### src/rtl/dbd_pkg.sv
package dbd_pkg;

    typedef enum logic [1:0] {
        FLD_ADDR = 2'd0,
        FLD_LEN  = 2'd1,
        FLD_CMD  = 2'd2,
        FLD_NONE = 2'd3
    } fld_e;

    localparam int CB_FLIP = 0;
    localparam int CB_IEN  = 1;
    localparam int CB_ACT  = 2;
    localparam int CB_DONE = 3;
    localparam int CB_ERR  = 4;

endpackage

### src/rtl/dbd_decode.sv
module dbd_decode
    import dbd_pkg::*;
#(
    parameter int NUM_CH = 7,
    parameter int RA_W   = 13,
    parameter int CH_W   = 3
) (
    input  logic [RA_W-1:0] addr,
    output logic            is_ctl,
    output logic            is_desc,
    output logic [CH_W-1:0] ch,
    output logic            set,
    output fld_e            fld
);
    localparam logic [RA_W-1:0] CTL_BASE  = RA_W'('hC00);
    localparam logic [RA_W-1:0] CTL_SPAN  = RA_W'(NUM_CH * 16);
    localparam logic [RA_W-1:0] DESC_BASE = RA_W'('h1000);
    localparam logic [RA_W-1:0] DESC_SPAN = RA_W'(NUM_CH * 32);

    logic [RA_W-1:0] off_c;
    logic [RA_W-1:0] off_d;
    logic            in_ctl;
    logic            in_desc;

    always_comb begin
        off_c   = addr - CTL_BASE;
        off_d   = addr - DESC_BASE;
        in_ctl  = (addr >= CTL_BASE) && (off_c < CTL_SPAN) && (off_c[3:0] == 4'h0);
        in_desc = (addr >= DESC_BASE) && (off_d < DESC_SPAN);
        case (off_d[3:0])
            4'h0:    fld = FLD_ADDR;
            4'h4:    fld = FLD_LEN;
            4'h8:    fld = FLD_CMD;
            default: fld = FLD_NONE;
        endcase
        is_ctl  = in_ctl;
        is_desc = in_desc && (fld != FLD_NONE);
        set     = off_d[4];
        ch      = in_ctl ? off_c[CH_W+3:4] : off_d[CH_W+4:5];
    end
endmodule

### src/rtl/dbd_chan.sv
module dbd_chan
    import dbd_pkg::*;
#(
    parameter int AW = 32,
    parameter int LW = 16
) (
    input  logic          clk,
    input  logic          rst_n,
    input  logic          we_ctl,
    input  logic          we_desc,
    input  logic          sel_ctl,
    input  logic          sel_set,
    input  fld_e          sel_fld,
    input  logic [31:0]   wdata,
    output logic [31:0]   rdata,
    output logic          mem_req,
    output logic [AW-1:0] mem_addr,
    input  logic          mem_ack,
    output logic          irq
);
    typedef struct packed {
        logic [1:0][AW-1:0] addr;
        logic [1:0][LW-1:0] len;
        logic [1:0][31:0]   cmd;
        logic               act;
        logic               ien;
        logic               done;
        logic               err;
    } st_t;

    st_t  st_d, st_q;
    logic busy;

    always_comb begin
        st_d = st_q;
        busy = st_q.cmd[st_q.act][0];

        if (we_ctl) begin
            st_d.ien = wdata[CB_IEN];
            if (wdata[CB_DONE]) st_d.done = 1'b0;
            if (wdata[CB_ERR])  st_d.err  = 1'b0;
            if (wdata[CB_FLIP]) begin
                if (st_q.cmd[~st_q.act][0] && !busy) st_d.act = ~st_q.act;
                else                                  st_d.err = 1'b1;
            end
        end

        if (we_desc && !(sel_set == st_q.act && busy)) begin
            case (sel_fld)
                FLD_ADDR: st_d.addr[sel_set] = wdata[AW-1:0];
                FLD_LEN:  st_d.len[sel_set]  = {wdata[LW-1:2], 2'b00};
                FLD_CMD:  st_d.cmd[sel_set]  = wdata;
                default:  ;
            endcase
        end

        // completion is evaluated last so it wins over a same-cycle flag clear
        if (busy) begin
            if (st_q.len[st_q.act] == '0) begin
                st_d.cmd[st_q.act][0] = 1'b0;
                st_d.done             = 1'b1;
            end else if (mem_ack) begin
                st_d.addr[st_q.act] = st_q.addr[st_q.act] + AW'(4);
                st_d.len[st_q.act]  = st_q.len[st_q.act] - LW'(4);
                if (st_q.len[st_q.act] == LW'(4)) begin
                    st_d.cmd[st_q.act][0] = 1'b0;
                    st_d.done             = 1'b1;
                end
            end
        end
    end

    always_ff @(posedge clk or negedge rst_n) begin
        if (!rst_n) st_q <= '0;
        else        st_q <= st_d;
    end

    always_comb begin
        mem_req  = st_q.cmd[st_q.act][0] && (st_q.len[st_q.act] != '0);
        mem_addr = st_q.addr[st_q.act];
        irq      = st_q.done && st_q.ien;
        rdata    = '0;
        if (sel_ctl) begin
            rdata[CB_IEN]  = st_q.ien;
            rdata[CB_ACT]  = st_q.act;
            rdata[CB_DONE] = st_q.done;
            rdata[CB_ERR]  = st_q.err;
        end else begin
            case (sel_fld)
                FLD_ADDR: rdata = 32'(st_q.addr[sel_set]);
                FLD_LEN:  rdata = 32'(st_q.len[sel_set]);
                FLD_CMD:  rdata = st_q.cmd[sel_set];
                default:  rdata = '0;
            endcase
        end
    end
endmodule

### src/rtl/dbd_dma_bank.sv
module dbd_dma_bank
    import dbd_pkg::*;
#(
    parameter int NUM_CH = 7,
    parameter int AW     = 32,
    parameter int LW     = 16,
    parameter int RA_W   = 13
) (
    input  logic                 clk,
    input  logic                 rst_n,
    input  logic                 reg_wr,
    input  logic [RA_W-1:0]      reg_addr,
    input  logic [31:0]          reg_wdata,
    output logic [31:0]          reg_rdata,
    output logic [NUM_CH-1:0]    mem_req,
    output logic [NUM_CH*AW-1:0] mem_addr,
    input  logic [NUM_CH-1:0]    mem_ack,
    output logic [NUM_CH-1:0]    irq
);
    localparam int CH_W = (NUM_CH > 1) ? $clog2(NUM_CH) : 1;

    logic            dec_ctl;
    logic            dec_desc;
    logic [CH_W-1:0] dec_ch;
    logic            dec_set;
    fld_e            dec_fld;

    logic [NUM_CH-1:0]       ch_sel;
    logic [NUM_CH-1:0][31:0] ch_rdata;

    dbd_decode #(.NUM_CH(NUM_CH), .RA_W(RA_W), .CH_W(CH_W)) i_decode (
        .addr    (reg_addr),
        .is_ctl  (dec_ctl),
        .is_desc (dec_desc),
        .ch      (dec_ch),
        .set     (dec_set),
        .fld     (dec_fld)
    );

    for (genvar c = 0; c < NUM_CH; c++) begin : g_ch
        assign ch_sel[c] = (dec_ctl || dec_desc) && (dec_ch == CH_W'(c));

        dbd_chan #(.AW(AW), .LW(LW)) i_chan (
            .clk      (clk),
            .rst_n    (rst_n),
            .we_ctl   (reg_wr && dec_ctl && ch_sel[c]),
            .we_desc  (reg_wr && dec_desc && ch_sel[c]),
            .sel_ctl  (dec_ctl),
            .sel_set  (dec_set),
            .sel_fld  (dec_fld),
            .wdata    (reg_wdata),
            .rdata    (ch_rdata[c]),
            .mem_req  (mem_req[c]),
            .mem_addr (mem_addr[c*AW +: AW]),
            .mem_ack  (mem_ack[c]),
            .irq      (irq[c])
        );
    end

    always_comb begin
        reg_rdata = '0;
        for (int c = 0; c < NUM_CH; c++) begin
            if (ch_sel[c]) reg_rdata = reg_rdata | ch_rdata[c];
        end
    end
endmodule

### config.mk
export PLATFORM = sky130hd
export DESIGN_NAME = dbd_dma_bank
export DESIGN_NICKNAME = d
export VERILOG_FILES = /design/src/rtl/dbd_pkg.sv /design/src/rtl/dbd_decode.sv /design/src/rtl/dbd_chan.sv /design/src/rtl/dbd_dma_bank.sv
export SDC_FILE = /design/constraint.sdc
export NUM_CORES = 2
export LEC_CHECK = 0
export BUFFER_PORTS_ARGS = -buffer_cell sky130_fd_sc_hd__buf_2
export CAP_MARGIN = 15
export CORE_AREA = 2 2 359 361
export DETAILED_ROUTE_END_ITERATION = 10
export DIE_AREA = 0 0 361 363
export PLACE_DENSITY_LB_ADDON = 0.08
export SYNTH_ARGS = -nofsm -noshare
export SYNTH_HDL_FRONTEND = slang
export SYNTH_HIERARCHICAL = 1
export SYNTH_SLANG_ARGS = --single-unit
### constraint.sdc
create_clock -name clk -period 6 [get_ports clk]
set_clock_uncertainty 0.15 [all_clocks]
set_input_delay 0.9 -clock clk [delete_from_list [all_inputs] [get_ports clk]]
set_output_delay 0.9 -clock clk [all_outputs]
set_load 0.005 [all_outputs]
Word-level counts from Yosys, hierarchy flattened
Cells that the tools add are included.
- muxes and demuxes: 342
- magnitude comparators: 27
- add/sub/neg operators: 16
- bitwise operators: 27
- reduce and logical (&&, ||, !) cells: 110
- equal/unequal tests: 25
- operators by type and width (operator ; number):
    two-way mux 160 bit ; 21
    two-way mux 32 bit ; 64
    two-way mux 64 bit ; 28
    bitwise mux 64 bit ; 21
    two-way mux 96 bit ; 7
    one-hot mux 32 bit (3 select lines) ; 7
    two-way mux 16 bit ; 36
    demux 32 bit (select 1 bit) ; 15
    AND 64 bit ; 7
    bitwise mux 32 bit ; 14
    inverter 64 bit ; 7
    adder 32 x 3 -> 32 bit, second input constant ; 7
    bitwise OR 32 bit ; 6
    two-way mux 27 bit ; 7
    demux 16 bit (select 1 bit) ; 8
    == test 16 x 3 -> 1 bit, second input constant ; 7
    logical NOT 16 bit ; 7
    nonzero test 16 bit ; 7
    subtractor 16 x 3 -> 16 bit, second input constant ; 7
    two-way mux 1 bit ; 98
    logical AND 1 bit ; 70
    < comparator 1 x 2 -> 1 bit, second input constant ; 15
    two-way mux 4 bit ; 7
    AND reduction 3 bit ; 7
    other kinds (25) ; 67
- logic and storage cells: 617
- output and inout port bits: 270
- bits in registers: 1148

Longest topological paths before layout
- depth in word-level cells: 20
- gate-level depth with buffers: 20

Cells and area by module
The synthesis kept the hierarchy.
- by module, submodules not included (module ; times used ; cells each ; area an instance (µm²)):
    dbd_chan (g_ch[3].i_chan ...) ; 3 ; 971 ; 9654.3
    dbd_chan (g_ch[0].i_chan ...) ; 2 ; 959 ; 9669.3
    dbd_chan (g_ch[6].i_chan) ; 1 ; 908 ; 9668.0
    dbd_chan (g_ch[2].i_chan) ; 1 ; 947 ; 9618.0
    dbd_dma_bank ; 1 ; 248 ; 1824.2
    dbd_decode ; 1 ; 25 ; 170.2

Least setup slack after synthesis
Ideal clock, no wire load.
- path type: input to register
- start point: in reg_addr[10]
- end point: reg g_ch[4].i_chan/st_q[151] in the netlist's numbering
- slack: 1.138 ns
- data required time: 5.723 ns
- buffers on the path: 3
- stages on the path: 15
- data arrival time: 4.584 ns
- library setup time: 0.127 ns
- path through: ha_1 nor4b_1 nand4_1 o21ba_2 mux2_1 buf_2 or3b_1 nor2_1 o311a_1 clkbuf_1 nand2_1 clkbuf_1 mux2_2 nand2_1 o21ai_0
- RTL lines (item ; line ; text):
    from (decl) ; dbd_dma_bank.sv:12 ; input logic [RA_W-1:0] reg_addr,
    to (signal assigned) ; dbd_chan.sv:75 ; else st_q <= st_d;
    to (decl) ; dbd_chan.sv:31 ; st_t st_d, st_q;

Worst setup path in the final report
- start point: in reg_addr[10]
- end point: out reg_rdata[29]
- word-level cells in the longest chain between the ends: 20
- elaborated cells on any way between the ends: 46
- classes of those cells: 2 x add/sub; 4 x order compare; 6 x eq/ne; 15 x mux; 6 x bitwise; 13 x reduce/logical
- RTL lines (item ; line ; text):
    subtractor 13 x 12 -> 13 bit ; dbd_decode.sv:26 ; off_c = addr - CTL_BASE;
    < comparator 13 x 7 -> 1 bit ; dbd_decode.sv:28 ; in_ctl = (addr >= CTL_BASE) && (off_c < CTL_SPAN) && (off_c[3:0] == 4'h0);
    logical AND 1 bit * (2 in a row) ; dbd_decode.sv:28 ;
    two-way mux 3 bit * ; dbd_decode.sv:39 ; ch = in_ctl ? off_c[CH_W+3:4] : off_d[CH_W+4:5];
    named net dec_ch[2] ; dbd_dma_bank.sv:24 ; logic [CH_W-1:0] dec_ch;
    logical NOT 3 bit ; dbd_dma_bank.sv:41 ; assign ch_sel[c] = (dec_ctl || dec_desc) && (dec_ch == CH_W'(c));
    logical AND 1 bit ; dbd_dma_bank.sv:41 ;
    two-way mux 32 bit ; dbd_dma_bank.sv:63 ; if (ch_sel[c]) reg_rdata = reg_rdata | ch_rdata[c];
    [4 not listed] ; - ;
    bitwise OR 32 bit ; dbd_dma_bank.sv:63 ;
    two-way mux 32 bit ; dbd_dma_bank.sv:63 ;
    bitwise OR 32 bit ; dbd_dma_bank.sv:63 ;
    two-way mux 32 bit ; dbd_dma_bank.sv:63 ;
    bitwise OR 32 bit ; dbd_dma_bank.sv:63 ;
    two-way mux 32 bit ; dbd_dma_bank.sv:63 ;
    bitwise OR 32 bit ; dbd_dma_bank.sv:63 ;
    two-way mux 32 bit * ; dbd_dma_bank.sv:63 ;
    to (decl) ; dbd_dma_bank.sv:14 ; output logic [31:0] reg_rdata,
Mark *: on every way through the listed nets, which the timed path passes. The rest lies on a longest branch.

==> implementation parameters <==
Parameter                              Value

Finish
  Synthesis-to-layout area growth    12.8%
  Share of post-route cells with drive strength above 1    26.5%
  Core utilization of the finished layout    61.8%
  Number of nets at the end of the flow    7309

CTS
  Number of levels the H-tree was split into    4
  Later-pin clock latency in the skew report    0.77 ns
  CTS tree    yes
  CTS Hold Bufs    0
  Clock Tree Root    sky130_fd_sc_hd__clkbuf_16
  Post-CTS setup repair buffer count    0
  Post_cts resized    0
  Maximum clock path buffer count    3
  Clock transition at the register clock pins on the worst setup and hold paths after CTS    0.06 ns
  CTS Buf Count    135
  Sinks on Clock Net    1148

Synthesis
  Nets in the synthesized netlist    7036
  Post-synthesis instance area    0.0696 mm²
  Top-area cell type share of the netlist area    41.3%
  Post-synthesis sequential element count    1148
  Leading cell types by count after synthesis    sky130_fd_sc_hd__dfrtp_1 (1148), sky130_fd_sc_hd__mux2_2 (976), sky130_fd_sc_hd__nand2_1 (572), sky130_fd_sc_hd__a22oi_1 (538), sky130_fd_sc_hd__a21oi_1 (506)
  Post-synthesis simple-gate area fraction    11.6%
  Most instantiated library cell after synthesis    sky130_fd_sc_hd__dfrtp_1
  Xor and xnor fraction of the mapped netlist area    3.30%
  Synth Area per Inst    10.0 µm²
  Post-synth ARST share    100%
  Arithmetic-cell share of the synthesized area counting full adders, half adders and majority gates    0.396%
  Yosys warning total    6
  Post-Syn Instances    6959
  Cell variety after synth    95
  Largest cells by area after synthesis    sky130_fd_sc_hd__dfrtp_1 (41%), sky130_fd_sc_hd__mux2_2 (16%), sky130_fd_sc_hd__mux2i_1 (6.6%), sky130_fd_sc_hd__a22oi_1 (5.8%), sky130_fd_sc_hd__a21oi_1 (3.6%)
  Top_reg_cell synth    sky130_fd_sc_hd__dfrtp_1
  Post-synthesis sequential area ratio    41.3%
  Cell accounting for the most synthesized area    sky130_fd_sc_hd__dfrtp_1
  Compound-Gate Fraction of Synth Area    16.6%
  Mux share of post-synthesis cell area    22.6%
  Number of enable-type register cells in the synthesized netlist    0
  Dominant combinational cell family by area after synthesis    multiplexers

Critical path
  Required @ worst endpoint    4.95 ns
  Highest fanout seen on the critical path    24
  Reg-to-reg slack, setup    1.44 ns
  Capture point of the worst reg-to-reg path    g_ch[3].i_chan/st_q[138]
  Startpoint of the worst register-to-register path    g_ch[3].i_chan/st_q[3]
  Critical path class    input pin to primary output
  CP Launch Type    input pin
  Endpoint arrival time on the critical path    4.83 ns
  Endpoint kind of the worst setup timing path    primary output
  Depth of the worst register-to-register path    10

Detailed routing
  Via density    6.74
  Iteration-0 DRC Markers    7439
  Detail-routed net length per standard cell    29.6 µm
  Routed WL    266 mm
  Antenna viol nets, final    0
  Initial DRT Pass Iterations    11
  Vias    60700
  DRC violation count after routing    5

Die
  Die Y    363 µm
  IO Pins    325
  Area of the die    0.131 mm²
  Die width    361 µm
  Starting density of the core    54.8%
  Core outline area    0.127 mm²
  Placement Rows    131

Global routing
  Final global-route overflow total    0
  Via count of the first global-routing pass    57700
  Overall routing resource usage    39.7%
  Largest net degree at the start of global routing    164
  Wire length of the first global-routing pass    391 mm
  Initial antenna violation count    18

STA
  RSZ-0062 raised after global routing    false
  Final critical-path required period    5.88 ns
  Final Setup Violations    0
  Worst-case headroom to the max-slew limit    16.4%
  Count of final hold-check violations    0
  Actual slew at the worst max-slew pin    1.25 ns
  Setup TNS    0 ns
  Max Freq    0.170 GHz
  Period Utilization, post-route    98.1%
  Setup slack after layout    0.115 ns
  Number of max-slew violations in the final report    0

Placed design
  Worst setup slack after placement    0.282 ns
  Port bufs    324
  Placer congestion estimate    1.00
  HPWL reported at the end of detailed placement    180 mm

Pwr
  Cell leakage power    35.0 nW
  Power density over cell area    267 mW/mm²
  Worst supply voltage drop on vdd    0.000309 V

Outcome
  Outcome    complete, but fails checks
  Violated checks    DRC

Min path
  Path category of the worst min-delay check    input pin to asynchronous set/reset pin

Job
  Max-cap violations    0
[layout by cell type (no fill, tap or decap), drive strengths merged, types with 73 or more instances in the layout]
cell / count
a31oi: 122
nand2: 577
mux2: 986
dfrtp: 1148
a22oi: 539
clkbuf: 202
buf: 641
xor2: 83
nor2: 434
nand4: 85
nand3: 133
mux2i: 459
o21ai: 389
xnor2: 179
a21oi: 507
nor3: 73
inv: 128
[cell type report]
class,count,area [µm²]
Sequential cell,1148,28800
Timing Repair Buffer,641,4590
Clock inverter,40,414
Inverter,121,454
Fill cell,10800,48500
Antenna cell,1,2.50
Clock buffer,202,4070
Multi-Input combinational cell,5185,38100
Tap cell,1662,2080
[worst max path at each step]
stage,end,slack (ns),start
after floorplan,g_ch[4].i_chan/st_q[151],1.14,reg_addr[10]
after global placement,reg_rdata[2],0.38,reg_addr[0]
after detailed placement,reg_rdata[2],0.28,reg_addr[0]
after CTS,reg_rdata[2],0.27,reg_addr[0]
after global routing,reg_rdata[2],0.1,reg_addr[0]
final,reg_rdata[29],0.12,reg_addr[10]
[worst max-delay path, stage by stage]
cell and delay [ns]:
sky130_fd_sc_hd__buf_2 0.11, sky130_fd_sc_hd__ha_1 0.29, sky130_fd_sc_hd__nor4b_1 0.30, sky130_fd_sc_hd__nand4_1 0.13, sky130_fd_sc_hd__buf_4 0.15, sky130_fd_sc_hd__nand2b_1 0.16
sky130_fd_sc_hd__o21bai_1 0.67, sky130_fd_sc_hd__nand2_1 0.23, sky130_fd_sc_hd__nor3_4 0.77, sky130_fd_sc_hd__a222oi_1 0.34, sky130_fd_sc_hd__buf_4 0.24, sky130_fd_sc_hd__o21ai_1 0.31
sky130_fd_sc_hd__buf_2 0.22
[kinds of logic (layout without fill, tap and decap cells)]
group                      after synthesis  after routing
and+or+nand+nor                       1650           1650
DFF                                   1148           1148
xor gates and xnor gates               262            262
muxes                                 1445           1445
other                                    0              1
adders and majority gates               22             22
AOI/OAI and AO/OA                     1806           1806
buffers and inverters                  626           1004
[where the power goes]
group | switching [mW] | leakage, nW | internal, mW
Combinational | 2.20 | 17.8 | 1.39
Clock | 3.49 | 2.20 | 4.95
Sequential | 0.753 | 15.0 | 8.22
Total | 6.44 | 35.0 | 14.6
[per-layer routing]
| layer | track usage, % | vias to the layer above | wire, µm |
|---|---|---|---|
| met2 | 60.3 | 3127 | 118000 |
| met5 | 0 | - | 41 |
| met4 | 21.8 | 8 | 16500 |
| met1 | 53.3 | 30600 | 108000 |
| li1 | - | 26300 | - |
| met3 | 8.34 | 675 | 24300 |
[per-stage QoR]
stage / cell area, µm² / cells / hold WS [ns] / power [mW]
floorplan: 69600 / 6959 / 0.298 / 11.0
global placement: 74000 / 8757 / 0.315 / 12.5
detailed placement: 74000 / 8757 / 0.328 / 12.6
CTS: 78500 / 8999 / 0.0450 / 21.0
global route: 78500 / 8999 / 0.0621 / 21.8
finish: 78500 / 9000 / 0.0305 / 21.0
Note: power is estimated with default switching activity, not from simulation.
